<file path="src/rtl/serial_pram_pkg.sv">
// Shared types for the serial parameter memory.
// Assumes: nothing beyond IEEE 1800-2017.
package serial_pram_pkg;

    // Phase of the current frame, derived from bit position and direction.
    typedef enum logic [1:0] {
        PH_CMD   = 2'd0,   // shifting in the command half
        PH_WDATA = 2'd1,   // shifting in write data
        PH_RDATA = 2'd2,   // presenting read data
        PH_DONE  = 2'd3    // frame complete, position saturated
    } frame_phase_e;

endpackage

</file>
<file path="src/rtl/serial_pram_edge.sv">
// Falling-edge detector for the serial clock.
// It compares the current sck level with the level seen one clk earlier.
// Assumes sck is already synchronous to clk; no metastability filter.
module serial_pram_edge (
    input  logic clk,
    input  logic rst_n,
    input  logic sck,
    output logic fall
);

    logic sck_q;

    // Remember the previous serial clock level.
    always_ff @(posedge clk) begin
        if (!rst_n) sck_q <= 1'b0;
        else        sck_q <= sck;
    end

    assign fall = sck_q & ~sck;

endmodule

</file>
<file path="src/rtl/serial_pram_frame.sv">
// Frame sequencer: bit position, command capture, read shifter and sdo.
// It issues a one-cycle write strobe on the final bit of a write frame.
// Assumes fall is a one-cycle pulse per serial clock falling edge.
module serial_pram_frame
    import serial_pram_pkg::*;
#(
    parameter int CMD_W  = 16,
    parameter int DATA_W = 8,
    parameter int ADDR_W = 5
) (
    input  logic              clk,
    input  logic              rst_n,
    input  logic              cs_n,
    input  logic              fall,
    input  logic              sdi,
    input  logic [DATA_W-1:0] rd_byte,
    output logic [ADDR_W-1:0] addr,
    output logic              wr_en,
    output logic [DATA_W-1:0] wr_data,
    output logic              sdo
);

    localparam int HDR_W = CMD_W - DATA_W;
    localparam int POS_W = $clog2(CMD_W + 1);

    logic [POS_W-1:0]  pos;
    logic [CMD_W-1:0]  cmd;
    logic [DATA_W-1:0] rd_shift;
    logic [CMD_W-1:0]  bit_mask;
    frame_phase_e      phase;

    // Decode the frame phase from position and direction bit.
    always_comb begin
        if (pos == POS_W'(CMD_W))      phase = PH_DONE;
        else if (pos < POS_W'(HDR_W))  phase = PH_CMD;
        else if (cmd[CMD_W-1])         phase = PH_RDATA;
        else                           phase = PH_WDATA;
    end

    // One-hot mask for the command bit at the current position, MSB first.
    assign bit_mask = {1'b1, {(CMD_W-1){1'b0}}} >> pos;

    assign addr    = cmd[CMD_W-2 -: ADDR_W];
    assign wr_data = {cmd[DATA_W-1:1], sdi};
    assign wr_en   = !cs_n && fall && (phase == PH_WDATA)
                     && (pos == POS_W'(CMD_W-1));

    // Advance the frame on each serial falling edge; clear while deselected.
    always_ff @(posedge clk) begin
        if (!rst_n || cs_n) begin
            pos      <= '0;
            cmd      <= '0;
            rd_shift <= '0;
            sdo      <= 1'b0;
        end else if (fall) begin
            case (phase)
                PH_CMD, PH_WDATA: begin
                    if (sdi) cmd <= cmd | bit_mask;
                    sdo <= 1'b0;
                    pos <= pos + POS_W'(1);
                end
                PH_RDATA: begin
                    if (pos == POS_W'(HDR_W)) begin
                        sdo      <= rd_byte[DATA_W-1];
                        rd_shift <= rd_byte << 1;
                    end else begin
                        sdo      <= rd_shift[DATA_W-1];
                        rd_shift <= rd_shift << 1;
                    end
                    pos <= pos + POS_W'(1);
                end
                default: sdo <= 1'b0;
            endcase
        end
    end

    AST_IDLE_CLEAR: assert property (@(posedge clk) disable iff (!rst_n)
        cs_n |=> (pos == '0) && !sdo);
    AST_POS_HOLD: assert property (@(posedge clk) disable iff (!rst_n)
        (!cs_n && !fall) |=> $stable(pos));
    AST_WRITE_LAST: assert property (@(posedge clk) disable iff (!rst_n)
        wr_en |=> (pos == POS_W'(CMD_W)));
    AST_POS_LIMIT: assert property (@(posedge clk) disable iff (!rst_n)
        pos <= POS_W'(CMD_W));
    AST_SDO_CMD_LOW: assert property (@(posedge clk) disable iff (!rst_n)
        (!cs_n && fall && (pos < POS_W'(HDR_W))) |=> !sdo);

endmodule

</file>
<file path="src/rtl/serial_pram_store.sv">
// Byte memory with a little-endian seconds count in its lowest bytes.
// A serial write to a byte takes precedence over a tick for that byte.
// Assumes DEPTH exceeds CNT_BYTES and tick is a one-cycle pulse.
module serial_pram_store #(
    parameter int DEPTH     = 32,
    parameter int DATA_W    = 8,
    parameter int CNT_BYTES = 3,
    parameter int ADDR_W    = $clog2(DEPTH)
) (
    input  logic              clk,
    input  logic              rst_n,
    input  logic              tick,
    input  logic              wr_en,
    input  logic [ADDR_W-1:0] wr_addr,
    input  logic [DATA_W-1:0] wr_data,
    input  logic [ADDR_W-1:0] rd_addr,
    output logic [DATA_W-1:0] rd_data
);

    logic [DEPTH-1:0][DATA_W-1:0] mem;
    logic [CNT_BYTES:0]           carry;

    // Carry chain: byte g steps when every lower count byte is all ones.
    assign carry[0] = 1'b1;
    for (genvar g = 0; g < CNT_BYTES; g++) begin : g_carry
        assign carry[g+1] = carry[g] && (mem[g] == {DATA_W{1'b1}});
    end

    // Apply serial writes and tick increments to the byte array.
    always_ff @(posedge clk) begin
        if (!rst_n) begin
            mem <= '0;
        end else begin
            for (int i = 0; i < DEPTH; i++) begin
                if (wr_en && (wr_addr == ADDR_W'(i)))
                    mem[i] <= wr_data;
                else if (tick && (i < CNT_BYTES) && carry[i])
                    mem[i] <= mem[i] + DATA_W'(1);
            end
        end
    end

    assign rd_data = mem[rd_addr];

    AST_TICK_LSB: assert property (@(posedge clk) disable iff (!rst_n)
        (tick && !(wr_en && wr_addr == '0)) |=>
        (mem[0] == DATA_W'($past(mem[0]) + DATA_W'(1))));
    AST_TICK_UPPER: assert property (@(posedge clk) disable iff (!rst_n)
        (tick && !wr_en) |=> $stable(mem[CNT_BYTES]));

endmodule

</file>
<file path="src/rtl/serial_pram.sv">
// Top level: serial link into a byte memory with a seconds count.
// It wires edge detection, the frame sequencer and the store together.
// Assumes sck, sdi, cs_n and sec_tick are synchronous to clk.
module serial_pram #(
    parameter int DEPTH     = 32,
    parameter int DATA_W    = 8,
    parameter int CMD_W     = 16,
    parameter int CNT_BYTES = 3
) (
    input  logic clk,
    input  logic rst_n,
    input  logic cs_n,
    input  logic sck,
    input  logic sdi,
    output logic sdo,
    input  logic sec_tick
);

    localparam int ADDR_W = $clog2(DEPTH);

    logic              fall;
    logic              wr_en;
    logic [ADDR_W-1:0] addr;
    logic [DATA_W-1:0] wr_data;
    logic [DATA_W-1:0] rd_byte;

    serial_pram_edge u_edge (
        .clk   (clk),
        .rst_n (rst_n),
        .sck   (sck),
        .fall  (fall)
    );

    serial_pram_frame #(
        .CMD_W  (CMD_W),
        .DATA_W (DATA_W),
        .ADDR_W (ADDR_W)
    ) u_frame (
        .clk     (clk),
        .rst_n   (rst_n),
        .cs_n    (cs_n),
        .fall    (fall),
        .sdi     (sdi),
        .rd_byte (rd_byte),
        .addr    (addr),
        .wr_en   (wr_en),
        .wr_data (wr_data),
        .sdo     (sdo)
    );

    serial_pram_store #(
        .DEPTH     (DEPTH),
        .DATA_W    (DATA_W),
        .CNT_BYTES (CNT_BYTES),
        .ADDR_W    (ADDR_W)
    ) u_store (
        .clk     (clk),
        .rst_n   (rst_n),
        .tick    (sec_tick),
        .wr_en   (wr_en),
        .wr_addr (addr),
        .wr_data (wr_data),
        .rd_addr (addr),
        .rd_data (rd_byte)
    );

endmodule

</file>
<file path="config.mk">
export PLATFORM = sky130hd
export DESIGN_NAME = serial_pram
export DESIGN_NICKNAME = d
export VERILOG_FILES = /design/src/rtl/serial_pram_pkg.sv /design/src/rtl/serial_pram_edge.sv /design/src/rtl/serial_pram_frame.sv /design/src/rtl/serial_pram_store.sv /design/src/rtl/serial_pram.sv
export SDC_FILE = /design/constraint.sdc
export NUM_CORES = 1
export LEC_CHECK = 0
export BUFFER_PORTS_ARGS = -buffer_cell sky130_fd_sc_hd__buf_4
export CAP_MARGIN = 10
export CORE_ASPECT_RATIO = 0.5
export CORE_MARGIN = 1.5
export CORE_UTILIZATION = 45
export CTS_BUF_LIST = sky130_fd_sc_hd__clkbuf_8
export DETAILED_ROUTE_END_ITERATION = 7
export PLACE_DENSITY = 0.65
export SLEW_MARGIN = 10
export SYNTH_ARGS = -nofsm -noshare
export SYNTH_HDL_FRONTEND = slang
export SYNTH_SLANG_ARGS = --single-unit
</file>
<file path="constraint.sdc">
create_clock -name clk -period 2.9 [get_ports clk]
set_clock_uncertainty 0.2 [all_clocks]
set_input_delay 0.145 -clock clk [delete_from_list [all_inputs] [get_ports clk]]
set_output_delay 0.145 -clock clk [all_outputs]
set_load 0.01 [all_outputs]
</file>
**Word-level counts from Yosys, hierarchy flattened**

Cells that the tools add are included.

- Flip-flop bits (word level): 287
- Input port bits: 6
- Output and inout port bits: 1
- Logic and storage cells: 150

- $add $sub $neg: 4
- $lt $le $gt $ge: 2
- Equal/unequal tests: 38
- Shifts and indexed selects: 1
- Multiplexer cells: 14
- Bitwise operators: 3
- Reduce and logical (&&, ||, !) cells: 51

Operator list:

| kind | number |
|---|---|
| $eq 5x5->1 const B | 17 |
| $mux 8 | 8 |
| $eq 5x4->1 const B | 10 |
| $bmux 8 s5 | 1 |
| $logic_and 1x1->1 | 38 |
| $add 8x1->8 const B | 3 |
| $eq 5x3->1 const B | 4 |
| $eq 8x8->1 const B | 2 |
| $or 16x16->16 | 1 |
| $shr 16x5->16 const A | 1 |
| $eq 5x2->1 const B | 2 |
| $lt 5x6->1 const B | 1 |
| $mux 2 | 3 |
| $reduce_bool 2->1 | 3 |
| $add 5x1->5 const B | 1 |
| $eq 5x1->1 const B | 1 |
| $logic_not 5->1 | 1 |
| $lt 5x4->1 const B | 1 |
| $reduce_and 2->1 | 2 |
| $reduce_and 3->1 | 1 |
| $reduce_or 3->1 | 1 |
| $eq 2x1->1 const B | 1 |
| $eq 2x2->1 const B | 1 |
| $logic_not 1->1 | 2 |
| other kinds (6) | 7 |

**Logic depth before layout (Yosys ltp)**

- Depth in word-level cells: 8
- Gate-level depth with buffers: 9
- Mapped depth without buffers: 7

**Cells and area by module**

Synthesis repeated with hierarchy kept, for this count alone.

- Cells, all modules: 1383
- Area total of the unflattened synthesis: 13096.3 µm²

Modules (own cells, without submodules):

| module | times used | cells an instance | area an instance (µm²) | seq. area each (µm²) |
|---|---|---|---|---|
| serial_pram_store | 1 | 1237 | 11766.3 | 5124.9 |
| serial_pram_frame | 1 | 143 | 1293.7 | 520.5 |
| serial_pram_edge | 1 | 3 | 36.3 | 20.0 |

**Worst setup path after synthesis**

OpenSTA, ideal clock, no wires.

- Kind: flip-flop to flip-flop
- From: register u_frame.pos[2]
- To: register u_store.mem[78] in the netlist's numbering
- Library setup time: 0.128 ns
- Data arrival time: 2.098 ns
- Path slack: 0.474 ns
- Cell stages (with the launch flop): 9
- Clock period less this slack: 2.426 ns
- Cells stage by stage: dfxtp_1 -> clkbuf_1 -> and3_1 -> ha_1 -> nand3_2 -> buf_4 -> nor4_4 -> mux2i_1 -> nor2_1

- Cells in the longest elaborated chain, start to end: 7
- Elaborated cells between the ends (all ways): 9
- Classes of those cells: order compare (1); eq/ne (3); mux (2); reduce/logical (3)

Ends and longest elaborated chain:

| element | line | text |
|---|---|---|
| start: declaration | serial_pram_frame.sv:26 | `logic [POS_W-1:0] pos;` |
| start signal: assignment | serial_pram_frame.sv:60 | `pos <= pos + POS_W'(1);` |
| start signal: assignment | serial_pram_frame.sv:70 | `pos <= pos + POS_W'(1);` |
| $lt 5x4->1 | serial_pram_frame.sv:35 | `else if (pos < POS_W'(HDR_W)) phase = PH_CMD;` |
| $mux 2 | serial_pram_frame.sv:35 |  |
| $mux 2 | serial_pram_frame.sv:34 | `if (pos == POS_W'(CMD_W)) phase = PH_DONE;` |
| $eq 2x1->1 | serial_pram_frame.sv:45 | `assign wr_en = !cs_n && fall && (phase == PH_WDATA)` |
| $logic_and 1x1->1 | serial_pram_frame.sv:45 |  |
| $logic_and 1x1->1 * | serial_pram_frame.sv:46 | `&& (pos == POS_W'(CMD_W-1));` |
| $logic_and 1x1->1 * | serial_pram_store.sv:35 | `if (wr_en && (wr_addr == ADDR_W'(i)))` |
| end signal: indexed assignment | serial_pram_store.sv:36 | `mem[i] <= wr_data;` |
| end signal: indexed assignment | serial_pram_store.sv:38 | `mem[i] <= mem[i] + DATA_W'(1);` |
| end: declaration | serial_pram_store.sv:20 | `logic [DEPTH-1:0][DATA_W-1:0] mem;` |

Every way passes the cells marked *; elsewhere a longest branch is shown, timed or not.
A chain may end at the register's enable or synchronous reset.

**Final worst setup path**

- From: register u_frame.pos[0]
- To: register u_store.mem[69] in the netlist's numbering

Same word-level chain as after synthesis.

==> key figures <==
Route
  • Drt wl/cell: between 20 and 25 um
  • Drc violations: 0
  • Vias per cell: roughly 5.7
  • Initial DRC Count: ~630
  • WL final: roughly 35000 um
  • Number of antenna-violating nets in the routed design: 0
  • Router iterations before antenna repair: 6
  • Vias: slightly below 10k

Critical path
  • Largest fanout on the critical path: 13
  • Startpoint Class: register
  • Reg-to-Reg End: u_store.mem[69]
  • Crit end category: register
  • CP required: 3.15 ns
  • Critical R2R Launch: u_frame.pos[0]
  • Cells on worst reg2reg path: 8
  • Crit Path Class: register to register
  • Flop-to-flop setup slack: approximately 0.15 ns
  • Critical path arrival: 3.00 ns

Logic synthesis
  • Post-Syn Area: roughly 13000 um^2
  • Synth unique cells: between 50 and 60
  • Synth Flop Type: dfxtp_1
  • Synth cell count leaders: 283 x dfxtp_1, 275 x nor2_1, 266 x mux2i_1
  • Syn_area_per_cell: 10.6 um^2
  • Post-synth top area share: 0.421
  • Asr flop ratio synth: 0
  • Yosys warns: 0
  • Number of flops mapped to enable cells by yosys: 0
  • Syn Inst Count: approximately 1.3k
  • Mapped Nets: approximately 1.3k
  • Synth area leaders: dfxtp_1 42%, mux2i_1 20%, mux4_2 8.7%, nor2_1 7.7%, nor4_4 4.6%
  • Count leader, synth: dfxtp_1
  • Seq/Total Area, Yosys: 0.421
  • Post-synthesis register bit count: 283
  • Yosys top cell by area: dfxtp_1

Run status
  • Status: finished clean

Timing
  • Final Max Slew Viols: 0
  • RSZ-0062 raised after global routing: false
  • Final period utilization: 0.947
  • Setup violations, final: 0
  • Slew margin rel.: 0.329
  • Final TNS setup: 0 ns
  • Final min period: ~2.7 ns
  • Fmax: around 360 MHz
  • Worst-Margin Slew: 1.01 ns
  • Final Hold Viols: 0

Die
  • Initial Utilization: 0.461
  • Row count: 44
  • Die span in x: between 200 and 250 um
  • Die height: about 130 um
  • CORE AREA: just under 30000 um^2
  • Die ar.: 31000 um^2
  • IO Pins: 7

Global route
  • Initial antenna violation count: 0
  • Pin count of the biggest net entering global routing: 71
  • Vias in the first global route: a little under 10k
  • Grt ovf: 0
  • Global-route wire length before repair: around 54000 um
  • Total track usage: 0.224

Clocking
  • CTS tree: yes
  • CTS Root Cell: clkbuf_8
  • Worst skew pair latency: around 0.57 ns
  • Clk buf depth: 3
  • Worst-path clk slew: approximately 0.070 ns
  • Cts repair resizes: 0
  • Total CTS buffers: 42
  • Clock sink total: about 280
  • # H-tree levels: 2

Finish
  • Final Cell Area: 15100 um^2
  • Final cell count without fillers: ~1.7k
  • Layout cells sized above 1: 0.195
  • Final nets: between 1k and 1.5k
  • Ant. Diodes: 0
  • Area Growth Syn to Fin: 12.2%
  • Final Core Density: 0.517

Hold path
  • Worst hold start: u_frame.rd_shift[1]
  • Hold path cells: 2
  • Hold WC Path Type: register to register
  • Hold EP: u_frame.rd_shift[1]

Power and ir drop
  • Power Density: between 400 and 500 nW/um^2
  • P_leak: about 0.0051 uW
  • Maximum VDD drop: between 0.0002 and 0.00025 V

Job
  • Max Cap Viol: 0

Placement
  • Placed Cells: approximately 1.6k
  • Port Buffers: 6
  • DP HPWL: about 23000 um
  • Cell Area, Placed: around 14000 um^2
  • Gpl congestion: a little under 0.9
-- registers in the layout, indices dropped and copies added (netlist names) --
name / flops
u_store.mem: 256
u_frame.sdo: 1
u_frame.pos: 5
u_edge.sck_q: 1
u_frame.rd_shift: 7
u_frame.cmd: 13
-- through the flow --
step                      power (uW)  hold WS, ns  setup slack, ns
after global placement          4110        0.174           0.0532
final                           7540        0.272            0.153
after CTS                       7620        0.264           0.0168
after global routing            7800        0.297           0.0298
after detailed placement        4120        0.177           0.0404
after floorplan                 4080       0.0723            0.474
-- cell families (layout without fill, tap and decap cells) --
logic type | after synthesis | count (layout) | synth area share
simple gates | 405 | 405 | 0.169
mux | 319 | 319 | 0.286
flops | 283 | 283 | 0.421
buf+inv | 124 | 179 | 0.0441
compound gates | 108 | 108 | 0.0599
xor+xnor | 18 | 18 | 0.0117
fa+ha+maj | 9 | 9 | 0.00837
-- how the worst max path moves through the flow --
| stage | from | endpoint | slack, ns | cells after the start |
|---|---|---|---|---|
| floorplan | u_frame.pos[2] | u_store.mem[78] | 0.47 | 8 |
| global placement | u_frame.cmd[10] | u_frame.rd_shift[3] | 0.05 | 5 |
| detailed placement | u_frame.cmd[10] | u_frame.rd_shift[3] | 0.04 | 5 |
| CTS | u_frame.cmd[10] | u_frame.rd_shift[3] | 0.02 | 5 |
| global route | u_frame.pos[0] | u_store.mem[71] | 0.03 | 8 |
| finish | u_frame.pos[0] | u_store.mem[69] | 0.15 | 8 |
-- area by class of cell --
class / count / area, um^2
inverters: 13 / 53.8
clock buffers: 54 / 743
clock inverters: 19 / 159
fillers: 2512 / 14100
multi-input cells: 859 / 7200
flip-flops and latches: 283 / 5670
repair buffers: 93 / 778
well taps: 391 / 489
-- layer usage --
metal / vias to the layer above / track usage / routed length [um]
li1: 4560 / - / -
met1: 4865 / 0.310 / 15900
met4: 0 / 0.0602 / 664
met5: - / 0 / 0
met2: 328 / 0.357 / 15600
met3: 58 / 0.0440 / 2310
-- worst max-delay path, cell delays in order, from the launching register on --
cell and delay, ns:
dfxtp_1 0.42, inv_1 0.10, ha_1 0.29, nand2b_1 0.17
a21oi_4 0.17, buf_4 0.21, nor4_4 0.72, mux2i_1 0.27
nor2_1 0.06
-- cells in the final DEF, fill, tap and decap left out, types with 11 or more instances in the layout --
master,count
a211oi_1,12
a21oi_1,21
buf_4,81
clkbuf_8,54
dfxtp_1,281
inv_1,20
mux2i_1,266
mux4_2,52
nand2_1,19
nand3_1,15
nor2_1,275
nor2b_1,11
nor4_4,29
o21ai_0,13
o221ai_1,12
xnor2_1,11
-- power by group --
group | internal [uW] | switching [uW]
logic | 39.8 | 103
registers | 3890 | 5.99
clock network | 1940 | 1570
total | 5870 | 1680
-- repair_timing --
| action | 4_1_cts | 5_1_grt |
|---|---|---|
| setup buffers | 0 | 4 |
| hold buffers | 7 | 0 |
| hold endpoints to repair | 35 | 0 |
| endpoints found under the setup margin | 0 | 20 |
(Power assumes the default switching activity.)
